===== config.mk =====
export PLATFORM = sky130hd
export DESIGN_NAME = ts_stamp_unit
export DESIGN_NICKNAME = d
export VERILOG_FILES = /design/src/rtl/ts_pkg.sv /design/src/rtl/ts_time_counter.sv /design/src/rtl/ts_capture_slot.sv /design/src/rtl/ts_delay_calc.sv /design/src/rtl/ts_stamp_unit.sv
export SDC_FILE = /design/constraint.sdc
export NUM_CORES = 2
export LEC_CHECK = 0
export BUFFER_PORTS_ARGS = -buffer_cell sky130_fd_sc_hd__buf_2
export CAP_MARGIN = 20
export CORE_ASPECT_RATIO = 0.8
export CORE_UTILIZATION = 40
export DETAILED_ROUTE_END_ITERATION = 12
export HOLD_SLACK_MARGIN = 0.15
export SYNTH_ARGS = -nofsm -noshare
export SYNTH_HDL_FRONTEND = slang
export SYNTH_SLANG_ARGS = --single-unit

===== constraint.sdc =====
create_clock -name clk -period 5.8 [get_ports clk]
set_input_delay 1.16 -clock clk [delete_from_list [all_inputs] [get_ports clk]]
set_output_delay 1.16 -clock clk [all_outputs]
set_load 0.005 [all_outputs]

===== src/rtl/ts_pkg.sv =====
package ts_pkg;
    localparam int TIME_W    = 64;
    localparam int ADDR_W    = 4;
    localparam int N_SLOT    = 4;
    localparam int SLOT_BASE = 2;

    typedef logic [TIME_W-1:0]        tstamp_t;
    typedef logic signed [TIME_W-1:0] tdelta_t;

    typedef enum logic { KIND_SYNC = 1'b0, KIND_DREQ = 1'b1 } msg_kind_e;

    typedef enum logic [ADDR_W-1:0] {
        A_TIME    = 4'd0,
        A_INC     = 4'd1,
        A_TX_SYNC = 4'd2,
        A_TX_DREQ = 4'd3,
        A_RX_SYNC = 4'd4,
        A_RX_DREQ = 4'd5,
        A_STATUS  = 4'd6,
        A_OFFSET  = 4'd7,
        A_PEER_TX = 4'd8,
        A_PEER_RX = 4'd9,
        A_M2S     = 4'd10,
        A_S2M     = 4'd11
    } reg_addr_e;

    // slot order: tx sync, tx delay request, rx sync, rx delay request
    function automatic int slot_of(input logic is_rx, input logic kind);
        return 2 * int'(is_rx) + int'(kind);
    endfunction

    function automatic tstamp_t status_word(input logic [N_SLOT-1:0] vld,
                                            input logic [N_SLOT-1:0] ovf);
        return tstamp_t'({ovf, vld});
    endfunction
endpackage


===== src/rtl/ts_time_counter.sv =====
module ts_time_counter import ts_pkg::*; #(
    parameter tstamp_t INC_RESET = tstamp_t'(8)
) (
    input  logic    clk,
    input  logic    rst,
    input  logic    load_en,
    input  tstamp_t load_val,
    input  logic    inc_we,
    input  tstamp_t inc_val,
    output tstamp_t now,
    output tstamp_t inc
);
    always_ff @(posedge clk) begin
        if (rst) begin
            now <= '0;
            inc <= INC_RESET;
        end else begin
            if (load_en) now <= load_val;
            else         now <= now + inc;
            if (inc_we)  inc <= inc_val;
        end
    end

    assert_time_advance_R1: assert property (@(posedge clk) disable iff (rst)
        (!$past(rst) && !$past(load_en)) |-> (now - $past(now) == $past(inc)));

    assert_time_load_R3: assert property (@(posedge clk) disable iff (rst)
        (!$past(rst) && $past(load_en)) |-> (now == $past(load_val)));

    assert_inc_write_R2: assert property (@(posedge clk) disable iff (rst)
        (!$past(rst) && $past(inc_we)) |-> (inc == $past(inc_val)));
endmodule


===== src/rtl/ts_capture_slot.sv =====
module ts_capture_slot import ts_pkg::*; (
    input  logic    clk,
    input  logic    rst,
    input  logic    strobe,
    input  tstamp_t now,
    input  logic    rd_clr,
    input  logic    ovf_clr,
    output tstamp_t stamp,
    output logic    valid,
    output logic    ovf
);
    logic busy;
    assign busy = valid && !rd_clr;

    always_ff @(posedge clk) begin
        if (rst) begin
            stamp <= '0;
            valid <= 1'b0;
            ovf   <= 1'b0;
        end else begin
            if (strobe && !busy) begin
                stamp <= now;
                valid <= 1'b1;
            end else if (rd_clr) begin
                valid <= 1'b0;
            end
            if (strobe && busy) ovf <= 1'b1;
            else if (ovf_clr)   ovf <= 1'b0;
        end
    end

    assert_valid_on_capture_R5: assert property (@(posedge clk) disable iff (rst)
        strobe |=> valid);

    assert_keep_old_stamp_R6: assert property (@(posedge clk) disable iff (rst)
        (valid && !rd_clr && strobe) |=> ($stable(stamp) && ovf));

    assert_overrun_sticky_R7: assert property (@(posedge clk) disable iff (rst)
        (ovf && !ovf_clr) |=> ovf);
endmodule


===== src/rtl/ts_delay_calc.sv =====
module ts_delay_calc import ts_pkg::*; (
    input  logic    clk,
    input  logic    rst,
    input  logic    m2s_go,
    input  logic    s2m_go,
    input  tstamp_t rx_sync,
    input  tstamp_t tx_dreq,
    input  tstamp_t offset,
    input  tstamp_t peer_tx,
    input  tstamp_t peer_rx,
    output tdelta_t m2s,
    output tdelta_t s2m
);
    always_ff @(posedge clk) begin
        if (rst) begin
            m2s <= '0;
            s2m <= '0;
        end else begin
            if (m2s_go) m2s <= tdelta_t'(rx_sync + offset - peer_tx);
            if (s2m_go) s2m <= tdelta_t'(peer_rx - (tx_dreq + offset));
        end
    end

    assert_m2s_value_R8: assert property (@(posedge clk) disable iff (rst)
        (!$past(rst) && $past(m2s_go)) |->
        (tstamp_t'(m2s) + $past(peer_tx) == $past(rx_sync) + $past(offset)));

    assert_s2m_value_R9: assert property (@(posedge clk) disable iff (rst)
        (!$past(rst) && $past(s2m_go)) |->
        (tstamp_t'(s2m) + $past(tx_dreq) + $past(offset) == $past(peer_rx)));

    assert_delay_hold_R10: assert property (@(posedge clk) disable iff (rst)
        (!$past(rst) && !$past(m2s_go) && !$past(s2m_go)) |->
        ($stable(m2s) && $stable(s2m)));
endmodule


===== src/rtl/ts_stamp_unit.sv =====
module ts_stamp_unit import ts_pkg::*; #(
    parameter tstamp_t INC_RESET = tstamp_t'(8)
) (
    input  logic              clk,
    input  logic              rst,
    input  logic              tx_sof,
    input  logic              tx_kind,
    input  logic              rx_sof,
    input  logic              rx_kind,
    input  logic              reg_we,
    input  logic              reg_re,
    input  logic [ADDR_W-1:0] reg_addr,
    input  logic [TIME_W-1:0] reg_wdata,
    output logic [TIME_W-1:0] reg_rdata
);
    logic wr_time, wr_inc, wr_status, wr_offset, wr_peer_tx, wr_peer_rx;
    assign wr_time    = reg_we && (reg_addr == A_TIME);
    assign wr_inc     = reg_we && (reg_addr == A_INC);
    assign wr_status  = reg_we && (reg_addr == A_STATUS);
    assign wr_offset  = reg_we && (reg_addr == A_OFFSET);
    assign wr_peer_tx = reg_we && (reg_addr == A_PEER_TX);
    assign wr_peer_rx = reg_we && (reg_addr == A_PEER_RX);

    tstamp_t now, inc;

    ts_time_counter #(.INC_RESET(INC_RESET)) u_clock (
        .clk      (clk),
        .rst      (rst),
        .load_en  (wr_time),
        .load_val (reg_wdata),
        .inc_we   (wr_inc),
        .inc_val  (reg_wdata),
        .now      (now),
        .inc      (inc)
    );

    logic [N_SLOT-1:0] strobe, rd_clr, ovf_clr, vld, ovf;
    tstamp_t           stamp [N_SLOT];

    for (genvar g = 0; g < N_SLOT; g++) begin : g_slot
        assign strobe[g]  = (tx_sof && (g == slot_of(1'b0, tx_kind))) ||
                            (rx_sof && (g == slot_of(1'b1, rx_kind)));
        assign rd_clr[g]  = reg_re && (reg_addr == ADDR_W'(SLOT_BASE + g));
        assign ovf_clr[g] = wr_status && reg_wdata[N_SLOT + g];

        ts_capture_slot u_slot (
            .clk     (clk),
            .rst     (rst),
            .strobe  (strobe[g]),
            .now     (now),
            .rd_clr  (rd_clr[g]),
            .ovf_clr (ovf_clr[g]),
            .stamp   (stamp[g]),
            .valid   (vld[g]),
            .ovf     (ovf[g])
        );
    end

    tstamp_t offset, peer_tx, peer_rx;
    logic    m2s_go, s2m_go;

    always_ff @(posedge clk) begin
        if (rst) begin
            offset  <= '0;
            peer_tx <= '0;
            peer_rx <= '0;
            m2s_go  <= 1'b0;
            s2m_go  <= 1'b0;
        end else begin
            if (wr_offset)  offset  <= reg_wdata;
            if (wr_peer_tx) peer_tx <= reg_wdata;
            if (wr_peer_rx) peer_rx <= reg_wdata;
            m2s_go <= wr_peer_tx;
            s2m_go <= wr_peer_rx;
        end
    end

    tdelta_t m2s, s2m;

    ts_delay_calc u_delay (
        .clk     (clk),
        .rst     (rst),
        .m2s_go  (m2s_go),
        .s2m_go  (s2m_go),
        .rx_sync (stamp[slot_of(1'b1, KIND_SYNC)]),
        .tx_dreq (stamp[slot_of(1'b0, KIND_DREQ)]),
        .offset  (offset),
        .peer_tx (peer_tx),
        .peer_rx (peer_rx),
        .m2s     (m2s),
        .s2m     (s2m)
    );

    always_comb begin
        case (reg_addr)
            A_TIME:    reg_rdata = now;
            A_INC:     reg_rdata = inc;
            A_TX_SYNC: reg_rdata = stamp[0];
            A_TX_DREQ: reg_rdata = stamp[1];
            A_RX_SYNC: reg_rdata = stamp[2];
            A_RX_DREQ: reg_rdata = stamp[3];
            A_STATUS:  reg_rdata = status_word(vld, ovf);
            A_OFFSET:  reg_rdata = offset;
            A_PEER_TX: reg_rdata = peer_tx;
            A_PEER_RX: reg_rdata = peer_rx;
            A_M2S:     reg_rdata = tstamp_t'(m2s);
            A_S2M:     reg_rdata = tstamp_t'(s2m);
            default:   reg_rdata = '0;
        endcase
    end

    assert_coincident_capture_R4: assert property (@(posedge clk) disable iff (rst)
        (tx_sof && rx_sof) |=> ($countones(vld) >= 2));
endmodule


After elaboration in Yosys (flattened, before gate mapping)
Index checks and enable logic that the tools add are counted.
W data, S select, Z words.
{"block": "totals", "register_bits": 714, "input_bits": 76}
{"block": "classes", "add_sub_neg": 6, "n_eq_ne": 14, "muxes": 18, "n_reduce_logical": 53}
{"op": "$pmux W64 S12", "n": 1}
{"op": "$add A64 B64 Y64", "n": 3}
{"op": "$sub A64 B64 Y64", "n": 2}
{"op": "$logic_not A32 Y1", "n": 2}
{"op": "$mux W64", "n": 1}
{"op": "$eq A2 B32 Y1 const A", "n": 1}
{"op": "$eq A3 B32 Y1 const A", "n": 1}
{"op": "$logic_and A1 B1 Y1", "n": 32}
{"op": "$eq A4 B3 Y1 const B", "n": 4}
{"op": "$eq A4 B4 Y1 const B", "n": 4}
{"op": "$mux W1", "n": 16}
{"op": "$reduce_bool A2 Y1", "n": 8}
{"op": "$eq A4 B2 Y1 const B", "n": 2}
{"op": "$logic_not A1 Y1", "n": 8}
{"op": "$eq A4 B1 Y1 const B", "n": 1}
{"op": "$logic_not A4 Y1", "n": 1}
{"op": "$add A2 B1 Y3 const A", "n": 1}
{"op": "$eq A2 B3 Y1 const A", "n": 1}
{"op": "$logic_or A1 B1 Y1", "n": 2}

Depth between registers and ports, before layout
{"block": "depth", "depth_word": 7, "mapped_depth": 16}

By module
Synthesis repeated with hierarchy kept, for this count alone.
{"block": "unflattened", "cells_unflattened": 5668, "hier_area_um2": 47827.1}
{"module": "ts_delay_calc", "instances": 1, "cells_each": 1927, "area_per_inst_um2": 15362.2}
{"module": "ts_stamp_unit", "instances": 1, "cells_each": 1604, "area_per_inst_um2": 12495.7}
{"module": "ts_capture_slot", "instances": 4, "cells_each": 286, "area_per_inst_um2": 3006.6}
{"module": "ts_time_counter", "instances": 1, "cells_each": 993, "area_per_inst_um2": 7942.6}

Worst setup path before layout
OpenSTA, ideal clock, no wires.
{"block": "synth_path", "kind": "register -> register", "start": "register offset[0]", "end": "register u_delay.s2m[48]", "arrival_ns": 3.896, "required_ns": 5.674, "slack_ns": 1.779, "stages_incl_launch_ff": 17, "n_path_buf": 0, "cell_sequence": "dfxtp_1 > inv_1 > fa_1 > inv_1 > ha_1 > or2_2 > fa_1 > a21o_1 > a221oi_1 > o211ai_1 > a311oi_1 > a221oi_1 > a21oi_1 > o21bai_1 > a31o_2 > nand2_1 > o211ai_1"}
{"block": "synth_between", "elab_chain_len": 2}
{"item": "start, declared", "line_no": "ts_stamp_unit.sv:59", "rtl": "tstamp_t offset, peer_tx, peer_rx;"}
{"item": "start signal, assigned", "line_no": "ts_stamp_unit.sv:70", "rtl": "if (wr_offset) offset <= reg_wdata;"}
{"item": "$add A64 B64 Y64", "line_no": "ts_delay_calc.sv:20", "rtl": "if (s2m_go) s2m <= tdelta_t'(peer_rx - (tx_dreq + offset));"}
{"item": "$sub A64 B64 Y64", "line_no": "ts_delay_calc.sv:20"}
{"item": "end signal, assigned", "line_no": "ts_delay_calc.sv:20"}
{"item": "end, declared", "line_no": "ts_delay_calc.sv:12", "rtl": "output tdelta_t s2m"}
Every way passes these cells.
A chain may end at the register's enable or synchronous reset.

Final worst setup path
{"block": "layout_path", "start": "register offset[0]", "end": "register u_delay.s2m[58]"}
Same word-level chain as after synthesis.

==> key figures <==
Status
  • Outcome: completed

Clock tree
  • Clk root buf: clkbuf_16
  • Maximum clock path buffer count: 3
  • Post-CTS setup buffers: 0
  • Clk_lat worst skew: 0.68 ns
  • H-tree levels: 3
  • Clk sinks: 714
  • Post-cts sizing count: 0
  • CTS Hold Bufs: 0
  • Worst-path clk slew: 0.06 ns
  • Num CTS Buffers: 82
  • CTS tree: done

Floorplan
  • Core Box Area: 106400 sq um
  • Die height: between 200 and 300 um
  • Initial Utilization: 40.33%
  • Io pins: 140
  • Die Footprint: about 110000 sq um
  • # rows: 107
  • Die X: 368.2 um

Yosys
  • Syn Area/Cell: 7.657 sq um
  • Syn_nets: 6000
  • Post-Syn Area: 42920 sq um
  • Synth warnings: 0
  • Primary FF master, synth: dfxtp_1
  • Async SR Flop Fraction: 0%
  • Syn Inst Count: 5605
  • Register area share after synthesis: 33.30%
  • Synth Register Bits: a little over 700
  • Post-synth EDFFs: 0
  • Netlist cell types: 71

STA
  • Slew Viols, Final: 0
  • Worst-margin pin slew: 1.233 ns
  • Final hold viol count: 0
  • Clock Skews: 0.02867 ns
  • Hold_ws: 0.4532 ns
  • Period utilization: between 80% and 90%
  • Setup tns final: 0 ns
  • Final setup viols: 0
  • Max_slew headroom: 17.49%
  • F_max: 0.2086 GHz
  • RSZ-0062 raised after global routing: no
  • Min Tclk post-route: 4.793 ns

Detailed routing
  • Vias/cell: between 6 and 7
  • DRT Pass-1 Iters: 10
  • Drt total wl: between 150000 and 200000 um
  • Post-route ant nets: 0
  • # DRC: 0
  • Initial DRC Count: 6400
  • Avg WL per Cell: ~26 um
  • Via count: 43.21k

Setup path
  • CP arrival: 5.35 ns
  • Critical path type: register to register
  • Crit. End Element: register
  • Reg2reg setup slack: 1.01 ns
  • Worst Path Max Fanout: 4
  • WP data required: 6.35 ns
  • Crit path launch type: register

Power
  • Logic pwr share: 18.1%
  • Leakage Power: 18.61 nW
  • Sw Ratio: 30.24%
  • Peak VDD IR: 0.0002041 V
  • Seq pwr share: 38.9%
  • Clock network power share: 43.0%
  • Internal power: 9.103 mW
  • NetSw: slightly below 4 mW
  • PwrDens: between 200 and 300 nW/um^2

Cells and area
  • Fillers: 10.61k
  • Fin area: 47890 sq um
  • Layout Nets: 5938
  • Area growth syn-to-layout: 11.59%
  • Layout cells sized above 1: around 7.2%
  • Final non-filler cell total: approximately 7.0k

Placement
  • Placed Instance Area: 45040 sq um
  • RePlAce Congestion: a little over 1
  • Placed cell count: between 6k and 7k
  • Post-detail-place hpwl: 125800 um
  • Count of input and output buffers: 139

Global routing
  • Vias in the first global route: 39.09k
  • GRT overflow: 0
  • Pin count of the biggest net entering global routing: 165
  • Antenna violations before repair: 9
  • GR Util All Layers: 32.83%
  • Global-route wire length before repair: 267400 um

Worst hold path
  • Hold crit path type: register to register

Run
  • Max Cap Viol: 0
==> area by class of cell <==
| class | count | area [sq um] | share of cell area, % |
|---|---|---|---|
| well taps | 1417 | 1773 | 3.702 |
| flip-flops and latches | 714 | 14300 | 29.86 |
| inverters | 358 | 1344 | 2.806 |
| clock inverters | 24 | 344.1 | 0.7184 |
| multi-input cells | 4170 | 26110 | 54.52 |
| clock buffers | 118 | 2492 | 5.204 |
| diodes | 3 | 7.507 | 0.01567 |
| repair buffers | 217 | 1520 | 3.174 |
==> synth_stat cells, drive strengths merged, types with 10 or more instances <==
library cell	instances	area share, %
a211oi	37	0.65
a21o	117	2.0
a21oi	793	9.2
a221oi	109	2.2
a222oi	56	1.3
a22o	102	2.1
a22oi	78	1.4
a31oi	29	0.42
and2	19	0.28
and3	46	0.67
buf	36	0.33
clkbuf	327	2.9
dfxtp	714	33
fa	127	5.9
ha	192	5.6
inv	358	3.1
mux2i	79	1.8
nand2	1337	12
nand2b	30	0.44
nand3	74	0.86
nand3b	12	0.21
nand4	63	0.92
nor2	247	2.2
nor2b	14	0.20
nor3	46	0.54
nor3b	11	0.19
o211ai	24	0.42
o21a	21	0.37
o21ai	144	1.7
o21bai	45	0.79
o22ai	10	0.15
o31ai	15	0.29
or3	15	0.22
or4	13	0.23
xnor2	97	2.0
xor2	57	1.2
==> path summary, 6_finish.rpt <==
kind,cells past startpoint,end,start
min reg2reg,2,g_slot[3].u_slot.stamp[25],g_slot[3].u_slot.stamp[25]
min,2,g_slot[3].u_slot.stamp[25],g_slot[3].u_slot.stamp[25]
max reg2reg,16,u_delay.s2m[58],offset[0]
max,16,u_delay.s2m[58],offset[0]
==> power groups by stage <==
stage,Sequential (mW),Clock [mW],Combinational [mW]
global placement,5.18,0,2.26
global route,5.08,5.82,2.49
floorplan,5.14,0,1.51
CTS,5.07,5.63,2.28
detailed placement,5.18,0,2.27
finish,5.08,5.61,2.36
==> routing by layer <==
layer | track usage [%] | vias up | share of wire [%]
met5 | 0.1748 | - | 0.022
met4 | 9.716 | 8 | 3.2
met3 | 9.728 | 385 | 14
met2 | 45.58 | 2814 | 40
met1 | 48.21 | 20659 | 43
li1 | - | 19341 | -
==> kinds of logic (layout without fill, tap and decap cells) <==
| kind of cell | count (synthesis) | in the layout | synth area share (%) |
|---|---|---|---|
| AND/OR/NAND/NOR | 1969 | 1969 | 19.39 |
| flip-flops | 714 | 714 | 33.30 |
| buffers and inverters | 721 | 717 | 6.317 |
| other | 0 | 3 | 0 |
| adder cells (fa/ha/maj) | 319 | 319 | 11.52 |
| XOR/XNOR | 154 | 154 | 3.143 |
| AO/OA/AOI/OAI | 1649 | 1649 | 24.49 |
| multiplexers | 79 | 79 | 1.842 |
==> flip-flops by register name, summed over array words and instances, names as in the netlist <==
signal / cells
g_slot.u_slot.stamp: 256
g_slot.u_slot.ovf: 4
u_delay.s2m: 64
m2s_go: 1
peer_tx: 64
u_delay.m2s: 64
u_clock.now: 64
g_slot.u_slot.valid: 4
s2m_go: 1
offset: 64
peer_rx: 64
u_clock.inc: 64
==> cells in the final DEF (no fill, tap or decap), drive strengths merged, types with 12 or more instances in the layout <==
master,n
a22o,102
a21oi,793
a31oi,29
o21ai,144
buf,217
nor2,247
a222oi,56
dfxtp,714
xnor2,97
nand3,74
o21bai,45
o21a,21
xor2,57
and2,19
nand2b,30
a21o,117
clkinv,14
or3,15
a211oi,37
inv,358
a22oi,78
nand4,63
and3,46
nor2b,14
mux2i,79
nand2,1337
or4,13
o31ai,15
clkbuf,118
ha,192
fa,127
a221oi,109
nor3,46
nand3b,12
o211ai,24
==> critical path, stage by stage (launching register included) <==
cell and delay (ns):
dfxtp_1 0.37, inv_1 0.08, fa_1 0.57, inv_1 0.05, ha_1 0.18, or2_2 0.29
fa_1 0.46, a21o_1 0.20, a221oi_1 0.53, o22ai_1 0.25, o211ai_1 0.48, and3_1 0.26
o21ai_1 0.13, a21oi_1 0.41, o21bai_1 0.16, xnor2_1 0.16, o21ai_0 0.09
==> stage by stage <==
| step | power [mW] | util (%) | setup slack [ns] |
|---|---|---|---|
| floorplan | 6.656 | - | 1.779 |
| global placement | 7.445 | 42.32 | 1.094 |
| detailed placement | 7.452 | 42.32 | 1.034 |
| CTS | 12.99 | 44.98 | 1.018 |
| global route | 13.40 | 45.00 | 0.7735 |
| finish | 13.05 | 45.00 | 1.007 |
Note: power is estimated with default switching activity, not from simulation.
